===== config.mk =====
export PLATFORM = sky130hd
export DESIGN_NAME = pollbus_seq
export DESIGN_NICKNAME = d
export VERILOG_FILES = /design/src/rtl/pollbus_seq.sv
export SDC_FILE = /design/constraint.sdc
export NUM_CORES = 1
export LEC_CHECK = 0
export CAP_MARGIN = 20
export CORE_AREA = 2 2 39 41
export DETAILED_ROUTE_END_ITERATION = 10
export DIE_AREA = 0 0 41 43
export SETUP_SLACK_MARGIN = 0.4
export SLEW_MARGIN = 10
export SYNTH_ARGS = -nofsm -noshare
export SYNTH_HDL_FRONTEND = slang
export SYNTH_SLANG_ARGS = --single-unit
export TNS_END_PERCENT = 50

===== constraint.sdc =====
create_clock -name clk -period 1.9 [get_ports clk]
set_input_delay 0.38 -clock clk [delete_from_list [all_inputs] [get_ports clk]]
set_output_delay 0.38 -clock clk [all_outputs]
set_load 0.03 [all_outputs]

===== src/rtl/pollbus_seq.sv =====
module pollbus_seq #(
  parameter int DEV_ID     = 0,
  parameter int ADDR_W     = 3,
  parameter int QUEUES     = 4,
  parameter bit CHAIN_HEAD = 1'b0
) (
  input  logic              clk,
  input  logic              rst_n,
  input  logic              polled_mode,
  input  logic              prog_busy,
  input  logic              token_in,
  input  logic              strobe,
  input  logic [ADDR_W-1:0] sel_addr,
  input  logic [QUEUES-1:0] queue_ae,
  output logic [QUEUES-1:0] status_bus,
  output logic              status_oe,
  output logic              token_out,
  output logic              sync
);

  localparam logic [ADDR_W-1:0] MY_ADDR = ADDR_W'(DEV_ID);

  logic              start_q;
  logic              own_q;
  logic              sel_q;
  logic [QUEUES-1:0] flags_q;

  wire poll_go   = polled_mode & ~prog_busy;
  wire strobe_ok = ~polled_mode & strobe & ~prog_busy;

  always_ff @(posedge clk or negedge rst_n) begin
    if (!rst_n) begin
      start_q <= CHAIN_HEAD;
      own_q   <= 1'b0;
      sel_q   <= 1'b0;
      flags_q <= '0;
    end else begin
      flags_q <= queue_ae;
      own_q   <= poll_go & (start_q | token_in);
      if (poll_go) start_q <= 1'b0;
      if (polled_mode) sel_q <= 1'b0;
      else if (strobe_ok) sel_q <= (sel_addr == MY_ADDR);
    end
  end

  assign status_oe  = polled_mode ? own_q : sel_q;
  assign status_bus = status_oe ? flags_q : '0;
  assign sync       = polled_mode & own_q;
  assign token_out  = polled_mode & own_q;

endmodule


## Word level (Yosys, flattened, before mapping)

Cells that the tools add are included.

- Reduce and logical (&&, ||, !) cells: 2
- Bitwise operators: 7
- Muxes and demuxes: 4

Operators by type and width:

| kind | number |
|---|---|
| 1-bit AND | 5 |
| 4-bit two-way mux | 1 |
| 3-bit zero test | 1 |
| 1-bit two-way mux | 3 |
| 1-bit inverter | 2 |
| 2-bit nonzero test | 1 |

- Logic and storage cells: 16
- Flip-flop bits (word level): 6

## Longest topological paths before layout

- Depth in word-level cells: 5
- Gate-level depth with buffers: 2
- Mapped depth without buffers: 2

## Worst setup path before layout

Ideal clock, no wire load.

- Path kind: input to output
- From: input port polled_mode
- To: output port status_bus[0]
- Cell stages on the path: 2
- Data required time: 1,520 ps
- Data arrival time: 1,001 ps
- Setup slack: 519 ps
- Cells stage by stage: mux2i_1 -> nor2b_1

- Cells in the longest elaborated chain, start to end: 2

Ends and longest elaborated chain:

| item | RTL line | source |
|---|---|---|
| start: declaration | 9 | `input logic polled_mode,` |
| 1-bit two-way mux | 46 | `assign status_oe = polled_mode ? own_q : sel_q;` |
| 4-bit two-way mux | 47 | `assign status_bus = status_oe ? flags_q : '0;` |
| end: declaration | 15 | `output logic [QUEUES-1:0] status_bus,` |

No other way between the ends.

## Final worst setup path

- From: register own_q
- To: output port status_bus[1]

- Cells in the longest elaborated chain, start to end: 2

Ends and longest elaborated chain:

| item | RTL line | source |
|---|---|---|
| start: declaration | 24 | `logic own_q;` |
| start signal: assignment | 39 | `own_q <= poll_go & (start_q \| token_in);` |
| 1-bit two-way mux | 46 |  |
| 4-bit two-way mux | 47 |  |

No other way between the ends.

==> key figures <==
Outcome
  • Status: completed

Global route
  • Overall routing resource usage: 8.38%
  • Vias in the first global route: 217
  • First-pass GRT wire length: 897 um
  • Total gr overflow: 0
  • Pin count of the biggest net entering global routing: 7
  • Antenna violations before repair: 0

Clock network
  • Clk sinks: 6
  • CTS clk-pin slew, worst paths: 0.05 ns
  • Count of hold-fix buffers inserted at cts: 0
  • Max Buffers Root-to-Sink: 2
  • TritonCTS buffer count: 3
  • TritonCTS clock tree: yes
  • Root Buffer: clkbuf_4
  • CTS H-tree lvls: 1
  • Clock latency on the worst-skew pair: 0.24 ns

Route
  • Via Count: 217
  • DRT Pass-1 Iters: 1
  • Initial DRC Count: 0
  • Vias per cell: 3.74
  • WL/cell: 9.81 um
  • Total Routed Length: 569 um
  • Post-route ant nets: 0
  • DRC viols: 0

Place
  • Final GP Congestion: 0.638
  • DP Area: 437 sq um
  • DP Cell Count: 54
  • Port Buf Inserts: 19

Floorplan
  • Initial core utilization: 17.5%
  • Die ar.: 0.00176 sq mm
  • Die X-Extent: 41 um
  • Core ar.: 0.00138 sq mm
  • FP Rows: 14
  • Die Ht: 43 um
  • Io pins: 20

Timing
  • Final Max Tran Viols: 0
  • Final hold vios: 0
  • RSZ-0062 raised after global routing: yes
  • Crit path time final: 1.54 ns
  • Worst slew pin tran: 0.284 ns
  • F_max: 649 MHz
  • Final period utilization: 81.1%
  • Setup violators final: 0
  • Worst clock skew: 0 ns
  • Rel. slew slack: 81.0%

Synth
  • Synthesized area: 241 sq um
  • Largest cells by area after synthesis: dfrtp_1 (62%), nor2b_1 (13%), mux2i_1 (8.3%)
  • Seq/Total Area, Yosys: 62.2%
  • Distinct cells, synth: 9
  • Syn Inst Count: 19
  • Syn Area/Cell: 12.7 sq um
  • Post-synth top area cell: dfrtp_1
  • Synth top area share: 62.2%
  • Post-Syn Nets: 32
  • Synth warn: 0
  • #FFs+latches synth: 6

Critical path
  • Critical-path maximum fanout: 4
  • FF-to-FF path depth: 2
  • Worst setup EP type: output pin
  • CP Data Arrival Time: 1.16 ns
  • Startpoint types: flip-flop
  • CP cell instances: mux2i_1 -> buf_4 -> nor2b_1 -> buf_4
  • CP max stage cell: dfrtp_1
  • Crit path top cell by count: buf_4
  • Critical path type: reg2out
  • Critical path required time: 1.52 ns
  • Max incr delay on CP: 0.37 ns

Final layout
  • Final core occ: 33.5%
  • Layout cell share with drive strength beyond 1: 31.0%
  • Final instance area: 463 sq um
  • Number of antenna diodes: 0
  • Area grow syn2layout: 91.7%
  • Final nets: 57
  • Fin cells: 58
  • Fill count: 143

Pwr
  • Design Power: 302 uW
  • Leak: 0.220 nW
  • Worst-case vdd ir drop: 0.366 mV
  • PD cells: 653 mW/mm^2

Run
  • Max-Cap Viols: 0

Hold path
  • Hold Path Class: in2async
-- worst max-delay path, delay by kind of cell, from the launching register on --
kind / cells / cell delay [ns]
flops: 1 / 0.37
mux: 1 / 0.18
simple gates: 1 / 0.04
buf+inv: 2 / 0.32
-- through the flow --
step                hold slack, ns  setup WS, ns  TNS, ns
floorplan                   0.0844         0.519        0
global placement             0.550        -0.276   -0.276
detailed placement           0.542        -0.288   -0.288
CTS                          0.378         0.347        0
global route                 0.392         0.275        0
finish                       0.383         0.360        0
-- Yosys cell counts --
master    instances
and2_1            1
dfrtp_1           6
nor2b_1           5
buf_4             1
inv_1             1
or4_1             1
nand2b_1          1
and3b_1           1
mux2i_1           2
-- area by class of cell --
class                      instances  area (sq um)  share of cell area [%]
inverter                           1          3.75                   0.811
sequential                         6           150                    32.4
multi-input combinational         11          80.1                    17.3
timing repair buffer              21           186                    40.3
tap                               16          20.0                    4.32
clock buffer                       3          22.5                    4.86
-- flip-flops by register name (all words and copies together) (netlist names) --
name and cells:
flags_q 4, own_q 1, sel_q 1
-- where the power goes --
group	internal [mW]	switching, mW	leakage (nW)
registers	0.134	0.00130	0.0739
logic	0.0315	0.0183	0.133
clock network	0.0715	0.0462	0.0138
total	0.237	0.0657	0.220
-- routing by layer --
metal / up-vias / wire length [um] / track usage (%) / part of all wire [%]
li1: 108 / - / - / -
met1: 89 / 239 / 8.50 / 42
met2: 20 / 224 / 10.6 / 39
met3: 0 / 105 / 7.33 / 18
met4: 0 / 0 / 6.00 / 0
met5: - / 0 / 0 / 0
-- what timing repair did --
item                       4_1_cts  5_1_grt
setup endpoints to repair        7        5
pin swaps                        0        0
resized for setup                7        0
buffers inserted                 0        1
-- kinds of logic (layout without fill, tap and decap cells) --
| logic type | Yosys count | in the layout | synth area share [%] |
|---|---|---|---|
| mux | 2 | 2 | 8.29 |
| simple gates | 9 | 9 | 24.9 |
| buf+inv | 2 | 25 | 4.66 |
| flops | 6 | 6 | 62.2 |
-- layout by cell type, fill, tap and decap left out --
cell type        count
clkdlybuf4s50_1     11
buf_4                8
dfrtp_1              6
nor2b_1              5
clkbuf_4             3
mux2i_1              2
inv_1                1
and3b_1              1
and2_1               1
nand2b_1             1
or4_1                1
buf_2                1
clkdlybuf4s15_2      1
-- path summary, 6_finish.rpt --
path                                   from            end  slack (ns)
min in group clk                polled_mode          own_q        0.45
worst max register to register        sel_q          sel_q        1.28
worst min-delay path                  rst_n     flags_q[0]        0.38
worst max-delay path                  own_q  status_bus[1]        0.36
max in group asynchronous             rst_n     flags_q[3]        1.30
worst min register to register        sel_q          sel_q        0.55
Power figures use the tool's default switching activity.
